## src/rtl/fuse_rf_pkg.sv

```systemverilog
package fuse_rf_pkg;
    localparam int OFF_CTRL    = 'h00;
    localparam int OFF_SET     = 'h04;
    localparam int OFF_CLR     = 'h08;
    localparam int OFF_TIM     = 'h10;
    localparam int OFF_DATA0   = 'h20;
    localparam int DATA_STRIDE = 'h10;
    localparam logic [15:0] UNLOCK_KEY = 16'h3E77;
    localparam int TIM_W = 22;

    typedef enum logic [1:0] {
        OP_IDLE   = 2'd0,
        OP_PROG   = 2'd1,
        OP_RELOAD = 2'd2
    } op_e;

    typedef struct packed {
        logic ctrl;
        logic set;
        logic clr;
        logic tim;
    } hit_t;
endpackage

```

## src/rtl/fuse_rf_decode.sv

```systemverilog
module fuse_rf_decode
    import fuse_rf_pkg::*;
#(
    parameter int NDATA = 4
) (
    input  logic             bus_sel,
    input  logic             bus_wr,
    input  logic [7:0]       bus_addr,
    output hit_t             wr_hit,
    output hit_t             rd_hit,
    output logic [NDATA-1:0] wr_data_hit,
    output logic [NDATA-1:0] rd_data_hit
);
    hit_t             match;
    logic [NDATA-1:0] data_match;

    for (genvar g = 0; g < NDATA; g++) begin : g_data
        localparam int OFS = OFF_DATA0 + g * DATA_STRIDE;
        assign data_match[g] = (bus_addr == 8'(OFS));
    end

    always_comb begin
        match.ctrl  = (bus_addr == 8'(OFF_CTRL));
        match.set   = (bus_addr == 8'(OFF_SET));
        match.clr   = (bus_addr == 8'(OFF_CLR));
        match.tim   = (bus_addr == 8'(OFF_TIM));
        wr_hit      = '0;
        rd_hit      = '0;
        wr_data_hit = '0;
        rd_data_hit = '0;
        if (bus_sel && bus_wr) begin
            wr_hit      = match;
            wr_data_hit = data_match;
        end
        if (bus_sel && !bus_wr) begin
            rd_hit      = match;
            rd_data_hit = data_match;
        end
    end
endmodule

```

## src/rtl/fuse_rf_databank.sv

```systemverilog
module fuse_rf_databank #(
    parameter int NDATA = 4,
    parameter int DW    = 32
) (
    input  logic                clk,
    input  logic                rst_n,
    input  logic [NDATA-1:0]    wr_en,
    input  logic [DW-1:0]       wdata,
    output logic [NDATA*DW-1:0] words
);
    logic [DW-1:0] word_d [NDATA];
    logic [DW-1:0] word_q [NDATA];

    always_comb begin
        for (int i = 0; i < NDATA; i++) begin
            word_d[i] = wr_en[i] ? wdata : word_q[i];
        end
    end

    always_ff @(posedge clk) begin
        if (!rst_n) begin
            for (int i = 0; i < NDATA; i++) word_q[i] <= '0;
        end else begin
            for (int i = 0; i < NDATA; i++) word_q[i] <= word_d[i];
        end
    end

    for (genvar g = 0; g < NDATA; g++) begin : g_out
        assign words[g*DW +: DW] = word_q[g];
    end
endmodule

```

## src/rtl/fuse_rf_lockchk.sv

```systemverilog
module fuse_rf_lockchk #(
    parameter int ADDR_W = 8
) (
    input  logic [(1<<ADDR_W)-1:0] lock_map,
    input  logic [ADDR_W-1:0]      addr,
    output logic                   locked
);
    assign locked = lock_map[addr];
endmodule

```

## src/rtl/fuse_regfront.sv

```systemverilog
module fuse_regfront
    import fuse_rf_pkg::*;
#(
    parameter int ADDR_W = 8,
    parameter bit BANKED = 1'b1
) (
    input  logic                          clk,
    input  logic                          rst_n,
    input  logic                          bus_sel,
    input  logic                          bus_wr,
    input  logic [7:0]                    bus_addr,
    input  logic [31:0]                   bus_wdata,
    output logic [31:0]                   bus_rdata,
    input  logic [(1<<ADDR_W)-1:0]        lock_map,
    output logic                          prog_req,
    output logic [ADDR_W-1:0]             prog_addr,
    output logic [(BANKED ? 4 : 1)*32-1:0] prog_data,
    input  logic                          prog_done,
    output logic                          reload_req,
    input  logic                          reload_done,
    output logic [11:0]                   tim_strobe_prog,
    output logic [3:0]                    tim_relax,
    output logic [5:0]                    tim_strobe_read
);
    localparam int NDATA  = BANKED ? 4 : 1;
    localparam int BUSY_B = ADDR_W;
    localparam int ERR_B  = ADDR_W + 1;
    localparam int RLD_B  = ADDR_W + 2;

    typedef struct packed {
        logic [ADDR_W-1:0] addr;
        logic [15:0]       key;
        logic              busy;
        logic              err;
        logic              rld;
        op_e               op;
        logic [ADDR_W-1:0] copy;
        logic              preq;
        logic              rreq;
        logic [TIM_W-1:0]  tim;
    } state_t;

    state_t s_d, s_q;

    hit_t             wr_hit, rd_hit;
    logic [NDATA-1:0] wr_data_hit, rd_data_hit;
    logic [NDATA-1:0] bank_we;
    logic             locked;
    logic             start_rld;
    logic [31:0]      ctrl_view;
    logic             busy;
    logic             err;
    logic             rld;

    fuse_rf_decode #(.NDATA(NDATA)) u_decode (
        .bus_sel     (bus_sel),
        .bus_wr      (bus_wr),
        .bus_addr    (bus_addr),
        .wr_hit      (wr_hit),
        .rd_hit      (rd_hit),
        .wr_data_hit (wr_data_hit),
        .rd_data_hit (rd_data_hit)
    );

    assign bank_we = wr_data_hit & {NDATA{~s_q.busy}};

    fuse_rf_databank #(.NDATA(NDATA), .DW(32)) u_bank (
        .clk   (clk),
        .rst_n (rst_n),
        .wr_en (bank_we),
        .wdata (bus_wdata),
        .words (prog_data)
    );

    fuse_rf_lockchk #(.ADDR_W(ADDR_W)) u_lock (
        .lock_map (lock_map),
        .addr     (s_q.addr),
        .locked   (locked)
    );

    always_comb begin
        s_d       = s_q;
        s_d.preq  = 1'b0;
        s_d.rreq  = 1'b0;
        start_rld = 1'b0;

        if (s_q.busy) begin
            if ((s_q.op == OP_PROG && prog_done) ||
                (s_q.op == OP_RELOAD && reload_done)) begin
                s_d.busy = 1'b0;
                s_d.rld  = 1'b0;
                s_d.op   = OP_IDLE;
            end
        end

        if (wr_hit.ctrl) begin
            s_d.addr  = bus_wdata[ADDR_W-1:0];
            s_d.key   = bus_wdata[31:16];
            start_rld = bus_wdata[RLD_B];
        end
        if (wr_hit.set) begin
            s_d.addr  = s_q.addr | bus_wdata[ADDR_W-1:0];
            s_d.key   = s_q.key | bus_wdata[31:16];
            start_rld = bus_wdata[RLD_B];
        end
        if (wr_hit.clr) begin
            s_d.addr = s_q.addr & ~bus_wdata[ADDR_W-1:0];
            s_d.key  = s_q.key & ~bus_wdata[31:16];
            if (bus_wdata[ERR_B]) s_d.err = 1'b0;
        end

        if (start_rld && !s_q.busy && !s_q.err) begin
            s_d.busy = 1'b1;
            s_d.rld  = 1'b1;
            s_d.op   = OP_RELOAD;
            s_d.rreq = 1'b1;
        end

        if (wr_hit.tim) s_d.tim = bus_wdata[TIM_W-1:0];

        if (wr_data_hit[0] && !s_q.busy && s_q.key == UNLOCK_KEY) begin
            s_d.key = '0;
            if (!s_q.err) begin
                if (locked) begin
                    s_d.err = 1'b1;
                end else begin
                    s_d.busy = 1'b1;
                    s_d.op   = OP_PROG;
                    s_d.preq = 1'b1;
                    s_d.copy = s_q.addr;
                end
            end
        end
    end

    always_ff @(posedge clk) begin
        if (!rst_n) s_q <= '0;
        else        s_q <= s_d;
    end

    always_comb begin
        ctrl_view               = '0;
        ctrl_view[ADDR_W-1:0]   = s_q.addr;
        ctrl_view[BUSY_B]       = s_q.busy;
        ctrl_view[ERR_B]        = s_q.err;
        ctrl_view[RLD_B]        = s_q.rld;
        ctrl_view[31:16]        = s_q.key;

        bus_rdata = '0;
        if (rd_hit.ctrl || rd_hit.set || rd_hit.clr) bus_rdata = ctrl_view;
        if (rd_hit.tim) bus_rdata = 32'(s_q.tim);
        for (int i = 0; i < NDATA; i++) begin
            if (rd_data_hit[i]) bus_rdata = prog_data[i*32 +: 32];
        end
    end

    assign busy            = s_q.busy;
    assign err             = s_q.err;
    assign rld             = s_q.rld;
    assign prog_req        = s_q.preq;
    assign reload_req      = s_q.rreq;
    assign prog_addr       = s_q.copy;
    assign tim_strobe_prog = s_q.tim[11:0];
    assign tim_relax       = s_q.tim[15:12];
    assign tim_strobe_read = s_q.tim[21:16];
endmodule

```

## config.mk

```make
export PLATFORM = sky130hd
export DESIGN_NAME = fuse_regfront
export DESIGN_NICKNAME = d
export VERILOG_FILES = /design/src/rtl/fuse_rf_pkg.sv /design/src/rtl/fuse_rf_decode.sv /design/src/rtl/fuse_rf_databank.sv /design/src/rtl/fuse_rf_lockchk.sv /design/src/rtl/fuse_regfront.sv
export SDC_FILE = /design/constraint.sdc
export NUM_CORES = 1
export LEC_CHECK = 0
export ABC_AREA = 1
export BUFFER_PORTS_ARGS = -buffer_cell sky130_fd_sc_hd__buf_2
export CELL_PAD_IN_SITES_DETAIL_PLACEMENT = 0
export CELL_PAD_IN_SITES_GLOBAL_PLACEMENT = 1
export CORE_AREA = 2 2 191 193
export CTS_BUF_LIST = sky130_fd_sc_hd__clkbuf_8
export CTS_CLUSTER_SIZE = 12
export DETAILED_ROUTE_END_ITERATION = 16
export DIE_AREA = 0 0 193 195
export PLACE_DENSITY = 0.88
export SETUP_SLACK_MARGIN = 0.2
export SLEW_MARGIN = 30
export SYNTH_ARGS = -nofsm -noshare
export SYNTH_HDL_FRONTEND = slang
export SYNTH_SLANG_ARGS = --single-unit
export TNS_END_PERCENT = 10
```

## constraint.sdc

```tcl
create_clock -name clk -period 2.3 [get_ports clk]
set_input_delay 0.115 -clock clk [delete_from_list [all_inputs] [get_ports clk]]
set_output_delay 0.115 -clock clk [all_outputs]
set_load 0.05 [all_outputs]
```

# Word level (Yosys, flattened, before mapping)
# Memories as Yosys holds them, arrays and structs flattened.
# Cells that the tools add are included.
# classes
n_mux	43
magnitude_cmp	1
bitwise_logic	16
n_reduce_logical	22
eq_ne	10
# ops
op	n
$mux 32	14
$mux 24	3
$mux 11	3
$and 16x16->16	1
$eq 16x14->1 const B	1
$eq 8x6->1 const B	2
$eq 8x7->1 const B	2
$mux 4	4
$not 16->16	1
$or 16x16->16	1
$mux 1	13
$lt 8x9->1 const B	1
$mux 3	3
$and 8x8->8	1
$bmux 1 s8	1
$eq 8x3->1 const B	1
$eq 8x4->1 const B	1
$eq 8x5->1 const B	1
$logic_and 1x1->1	8
$logic_not 8->1	1
$not 8->8	1
$or 8x8->8	1
$not 1->1	5
$and 4x4->4	1
12 further kinds	21
# word_totals
mem_bits_rw	128
inputBits	302
elab_cells	103
mem_count	1
reg_bits	61
# memory_table
memory	depth	width	read_ports	rd_ports_with_merged_regs	write_ports	line	text
u_bank.word_q	4	32	4	0	4	fuse_rf_databank.sv:12	logic [DW-1:0] word_q [NDATA];

# Longest topological paths before layout
# logic_depth
ltp_word	11
ltp_mapped	16
mapped_depth_nobuf	16

# Cells and area by module
# Synthesis repeated with hierarchy kept, for this count alone.
# unflattened
hier_cells	2079
hier_area_um2	12159.2
# by_module_without_submodules
module	area_each_um2	cells_each	n_inst	seq_area_each_um2
fuse_rf_databank	4983.5	714	1	2562.5
fuse_regfront	4282.9	728	1	1221.2
fuse_rf_lockchk	2672.6	579	1	0.0
fuse_rf_decode	220.2	58	1	0.0

# Worst setup path before layout
# Ideal clock, no wire load.
# synth_timing
path_kind	input-to-output
startpoint	input port bus_addr[1]
endpoint	output port bus_rdata[13]
cell_stages	10
t_arrival_ps	2178
setup_slack_ps	7
t_required_ps	2185
path_buffers	1
path_cell_list	nor2_2 -> nand2_1 -> nor2_2 -> nand2_2 -> nor2_2 -> nand2_2 -> nor2_4 -> buf_1 -> nand2_1 -> a41oi_1
# synth_via
elab_chain_len	7
word_cells_on_any_way	12
classes_between	5 x eq/ne; 7 x mux
# synth_lines
element	line	text
start, declared	fuse_regfront.sv:11	input logic [7:0] bus_addr,
$eq 8x5->1	fuse_rf_decode.sv:26	match.tim = (bus_addr == 8'(OFF_TIM));
$mux 4	fuse_rf_decode.sv:35	if (bus_sel && !bus_wr) begin
$mux 32	fuse_regfront.sv:151	if (rd_hit.tim) bus_rdata = 32'(s_q.tim);
$mux 32 (3 in series)	fuse_regfront.sv:153	if (rd_data_hit[i]) bus_rdata = prog_data[i*32 +: 32];
$mux 32 *	fuse_regfront.sv:153	
end, declared	fuse_regfront.sv:13	output logic [31:0] bus_rdata,
# Every way passes the cells marked *; elsewhere a longest branch is shown, timed or not.

# Worst setup path in the final report
# layout_timing
startpoint	register s_q, in the netlist ctrl_view[0]
endpoint	output port bus_rdata[0]
# layout_via
elab_chain_len	6
# layout_lines
element	line	text
start, declared	fuse_regfront.sv:43	state_t s_d, s_q;
start signal, assigned	fuse_regfront.sv:137	if (!rst_n) s_q <= '0;
start signal, assigned	fuse_regfront.sv:138	else s_q <= s_d;
$mux 32	fuse_regfront.sv:150	if (rd_hit.ctrl || rd_hit.set || rd_hit.clr) bus_rdata = ctrl_view;
$mux 32	fuse_regfront.sv:151	
$mux 32 (4 in series)	fuse_regfront.sv:153	
# Every way passes these cells.

==> flow_metrics.py <==
metrics = {
    "run_status": {
        "status": "complete, no violations",
    },
    "global_routing": {
        "grt_antenna_before_repair": 4,
        "grt_pass1_wl_mm": 75.44,
        "grt_start_max_net_pins": 100,
        "grt_pass1_vias": 13170,
        "track_usage": 0.2599,
        "globalRouteOverflowTotal": 0,
    },
    "timing": {
        "grt_setup_unrepaired": "true",
        "setup_ws_ns": 0.08781,
        "final-max-slew-violation-count": 0,
        "timing.final.hold_violations": 0,
        "worst_pin_slew_ns": 0.6000,
        "setup_violations": 0,
        "achievable-frequency_ghz": 0.4520,
        "worst_clock_skew_ns": 0.01086,
        "layout_worst_path_cycle_share": 0.9618,
        "timing.max_slew.rel_slack": 0.5989,
        "finalCriticalPeriod_ns": 2.212,
    },
    "setup_path": {
        "rrSetupSlack_ns": 0.15,
        "critical_path.endpoint_type": "primary output",
        "kind_of_critical_path": "flip-flop to primary output",
        "setup.worst_path.start_class": "flip-flop",
        "worst-endpoint-required_ns": 2.18,
        "crit_chain": "clkinv_8 > buf_8 > buf_16 > buf_6 > o211ai_1 > o21ai_1 > o2111ai_2 > clkbuf_16",
        "critPathMaxFanout": 10,
        "crit_family": "buffers and inverters",
        "slowest_stage": "sky130_fd_sc_hd__dfxtp_4",
        "worst-r2r-cell-count": 14,
        "reg2reg_to": "err",
        "crit_buf_inv": 5,
        "cp_data_arrival_time_ns": 2.10,
        "largest_stage_delay_on_the_critical_path_ns": 0.44,
        "critical_path.reg2reg.startpoint": "ctrl_view[0]",
    },
    "placed_design": {
        "placedCellCount": 2584,
        "gp_congestion": 0.8963,
        "post-place-ws_ns": -0.06001,
        "io_buffer_count": 493,
        "post_detailed_placement_half_perimeter_wirelength_mm": 38.03,
    },
    "power": {
        "pwr-share-clk": 0.374,
        "internal_power_mw": 4.774,
        "pd_cells_nw_per_um2": 388.1,
        "power.static_leakage_nw": 7.769,
        "seq_power_share": 0.504,
        "netSwitchingFraction": 0.2658,
        "ir_drop_v": 0.0003246,
        "comb_power_share": 0.123,
        "p_sw_mw": 1.728,
    },
    "clock_tree": {
        "cts_buffers": 17,
        "path_clk_slew_ns": 0.10,
        "cts_num_sinks": 189,
        "tritoncts_clock_tree": "built",
        "ctsLongestPathBuffers": 2,
        "clock_tree.root_cell": "sky130_fd_sc_hd__clkbuf_8",
        "clock_insertion_delay_worst_skew_ns": 0.50,
        "h_tree_depth_reported_by_cts": 4,
    },
    "detailed_routing": {
        "drt-total-wl_mm": 54.12,
        "postRouteAntennaNets": 0,
        "dr.pass1.iters": 5,
        "avgRoutedWirePerCell_um": 20.11,
        "detail_route.drc_violations": 0,
        "viasPerCell": 5.328,
        "drtIter0Drc": 1164,
        "routed-via-count": 14340,
    },
    "synth": {
        "synth_sequential_area_ratio": 0.3470,
        "synth_async_sr_flop_share": 0,
        "synth-edff-count": 0,
        "cell_type_contributing_the_most_total_cell_area_after_synthesis": "sky130_fd_sc_hd__dfxtp_1",
        "ys_types": 35,
        "syn-num-nets": 2001,
        "ys_seq_elements": 189,
        "yosys-top-cells-area": "sky130_fd_sc_hd__dfxtp_1 (35%), sky130_fd_sc_hd__nand2_1 (14%), sky130_fd_sc_hd__nand3_1 (13%)",
        "number_of_warning_messages_in_the_yosys_log": 0,
        "yosys_most_used_dff": "sky130_fd_sc_hd__dfxtp_1",
        "avgSynthCellArea_um2": 6.418,
        "syn-cell-area_um2": 10900,
        "synth_top_cell_area_share": 0.3470,
        "syn_inst": 1699,
    },
    "cells_and_area": {
        "finalNetCount": 2514,
        "final_layout_size_suffix_gt1_frac": 0.3996,
        "syn2layout_area_growth_pct": 53.64,
        "finalNonFillerCells": 2691,
    },
    "run": {
        "maximum_capacitance_violations": 0,
    },
    "worst_hold_path": {
        "min_path_cells": 6,
        "timing.hold.worst.start": "prog_done",
        "min_path_type": "input port to flip-flop",
        "holdPathEnd": "busy",
    },
    "die": {
        "initial_utilization": 0.3081,
        "floorplan.rows": 69,
        "die_area_um2": 37640,
        "placeable_core_region_um2": 35400,
        "design.portCount": 494,
        "die_width_um": 193,
        "die_h_um": 195,
    },
}
layout make-up:
cell class,count,area [µm²]
diodes,5,12.51
clock buffers,19,261.5
clock inverters,13,162.7
fillers,3552,18640
inverters,129,514.2
multi-input cells,1225,6835
flip-flops and latches,189,3792
well taps,461,576.8
repair buffers,650,4598
per-stage QoR:
step,total power [mW],setup TNS (ns),cell area [µm²],utilization,hold WS [ns]
after CTS,6.457,0,15340,0.4334,0.1019
after global routing,6.699,-0.01108,16750,0.4732,0.1411
after detailed placement,4.012,-0.1075,14150,0.3998,0.4091
after floorplan,3.600,0,10910,-,0.2635
final,6.502,0,16750,0.4733,0.1105
after global placement,4.009,-0.03395,14150,0.3998,0.4057
how the worst max path moves through the flow:
stage | start | cells past startpoint | end | slack (ns)
after floorplan | bus_addr[1] | 10 | bus_rdata[15] | 0.007
after CTS | ctrl_view[0] | 15 | err | 0.15
after global routing | bus_addr[1] | 16 | bus_rdata[24] | -0.01
after detailed placement | bus_addr[7] | 17 | bus_rdata[22] | -0.06
after global placement | bus_addr[7] | 17 | bus_rdata[22] | -0.03
final | ctrl_view[0] | 8 | bus_rdata[0] | 0.09
routing by layer:
layer  vias up  track usage  wire [µm]
met5         -            0          0
met4         0      0.08446       1603
met3       110      0.04907       4670
met2       719       0.4448      26040
met1      6765       0.3267      21810
li1       6744            -          -
state kept, by name (all words and copies together) (netlist names), 2 cells and up:
| name | flops |
|---|---|
| ctrl_view | 24 |
| prog_addr | 8 |
| s_q | 2 |
| tim_relax | 4 |
| tim_strobe_prog | 12 |
| tim_strobe_read | 6 |
| u_bank.word_q | 128 |
cells in the mapped netlist (3+ instances only):
library cell and count:
sky130_fd_sc_hd__inv_2 4, sky130_fd_sc_hd__nor2_2 9, sky130_fd_sc_hd__nand3_1 291, sky130_fd_sc_hd__buf_2 37, sky130_fd_sc_hd__nor4_1 4, sky130_fd_sc_hd__nand4_1 19, sky130_fd_sc_hd__nor2_1 64, sky130_fd_sc_hd__clkinv_1 3
sky130_fd_sc_hd__o21ai_0 183, sky130_fd_sc_hd__clkbuf_1 69, sky130_fd_sc_hd__a21oi_1 169, sky130_fd_sc_hd__dfxtp_1 189, sky130_fd_sc_hd__a211oi_1 34, sky130_fd_sc_hd__o21ai_1 5, sky130_fd_sc_hd__nand3_2 3, sky130_fd_sc_hd__buf_1 6
sky130_fd_sc_hd__buf_4 43, sky130_fd_sc_hd__buf_6 3, sky130_fd_sc_hd__a31o_2 3, sky130_fd_sc_hd__nand2_1 406, sky130_fd_sc_hd__o211ai_1 5, sky130_fd_sc_hd__o2111ai_1 12, sky130_fd_sc_hd__inv_1 122
cells by family after synthesis:
group                  share of synthesized area
and+or+nand+nor                           0.3261
AOI/OAI and AO/OA                         0.2070
buffers and inverters                     0.1199
DFF                                       0.3470
worst min-delay path, delay by kind of cell:
family | cells | cell delay, ns
buf+inv | 2 | 0.14
compound gates | 3 | 0.23
simple gates | 1 | 0.07
power groups by stage:
stage / clock network (mW) / registers, mW / logic [mW]
floorplan: 0 / 3.36 / 0.238
global placement: 0 / 3.35 / 0.657
detailed placement: 0 / 3.35 / 0.661
CTS: 2.46 / 3.27 / 0.722
global route: 2.57 / 3.28 / 0.858
finish: 2.43 / 3.27 / 0.798
layout by cell type (no fill, tap or decap), types with 19 or more instances in the layout:
cell,count
sky130_fd_sc_hd__buf_4,69
sky130_fd_sc_hd__buf_2,469
sky130_fd_sc_hd__a21oi_1,166
sky130_fd_sc_hd__buf_6,29
sky130_fd_sc_hd__a211oi_1,34
sky130_fd_sc_hd__clkbuf_8,19
sky130_fd_sc_hd__nand2_1,360
sky130_fd_sc_hd__nand3_1,163
sky130_fd_sc_hd__dlygate4sd3_1,33
sky130_fd_sc_hd__o21ai_0,170
sky130_fd_sc_hd__nand4_1,19
sky130_fd_sc_hd__inv_1,114
sky130_fd_sc_hd__nand2_2,40
sky130_fd_sc_hd__dfxtp_1,186
sky130_fd_sc_hd__nand3_2,125
sky130_fd_sc_hd__nor2_1,56
sky130_fd_sc_hd__buf_12,25
what timing repair did:
| action | 4_1_cts | 5_1_grt |
|---|---|---|
| hold buffers | 33 | 0 |
| endpoints found under the hold margin | 169 | 0 |
| resized for setup | 53 | 276 |
| pin swaps | 9 | 87 |
| cloned | 7 | 12 |
| setup buffers | 7 | 11 |
| endpoints found under the setup margin | 44 | 45 |
No activity file was read; power rests on OpenSTA's default activity.
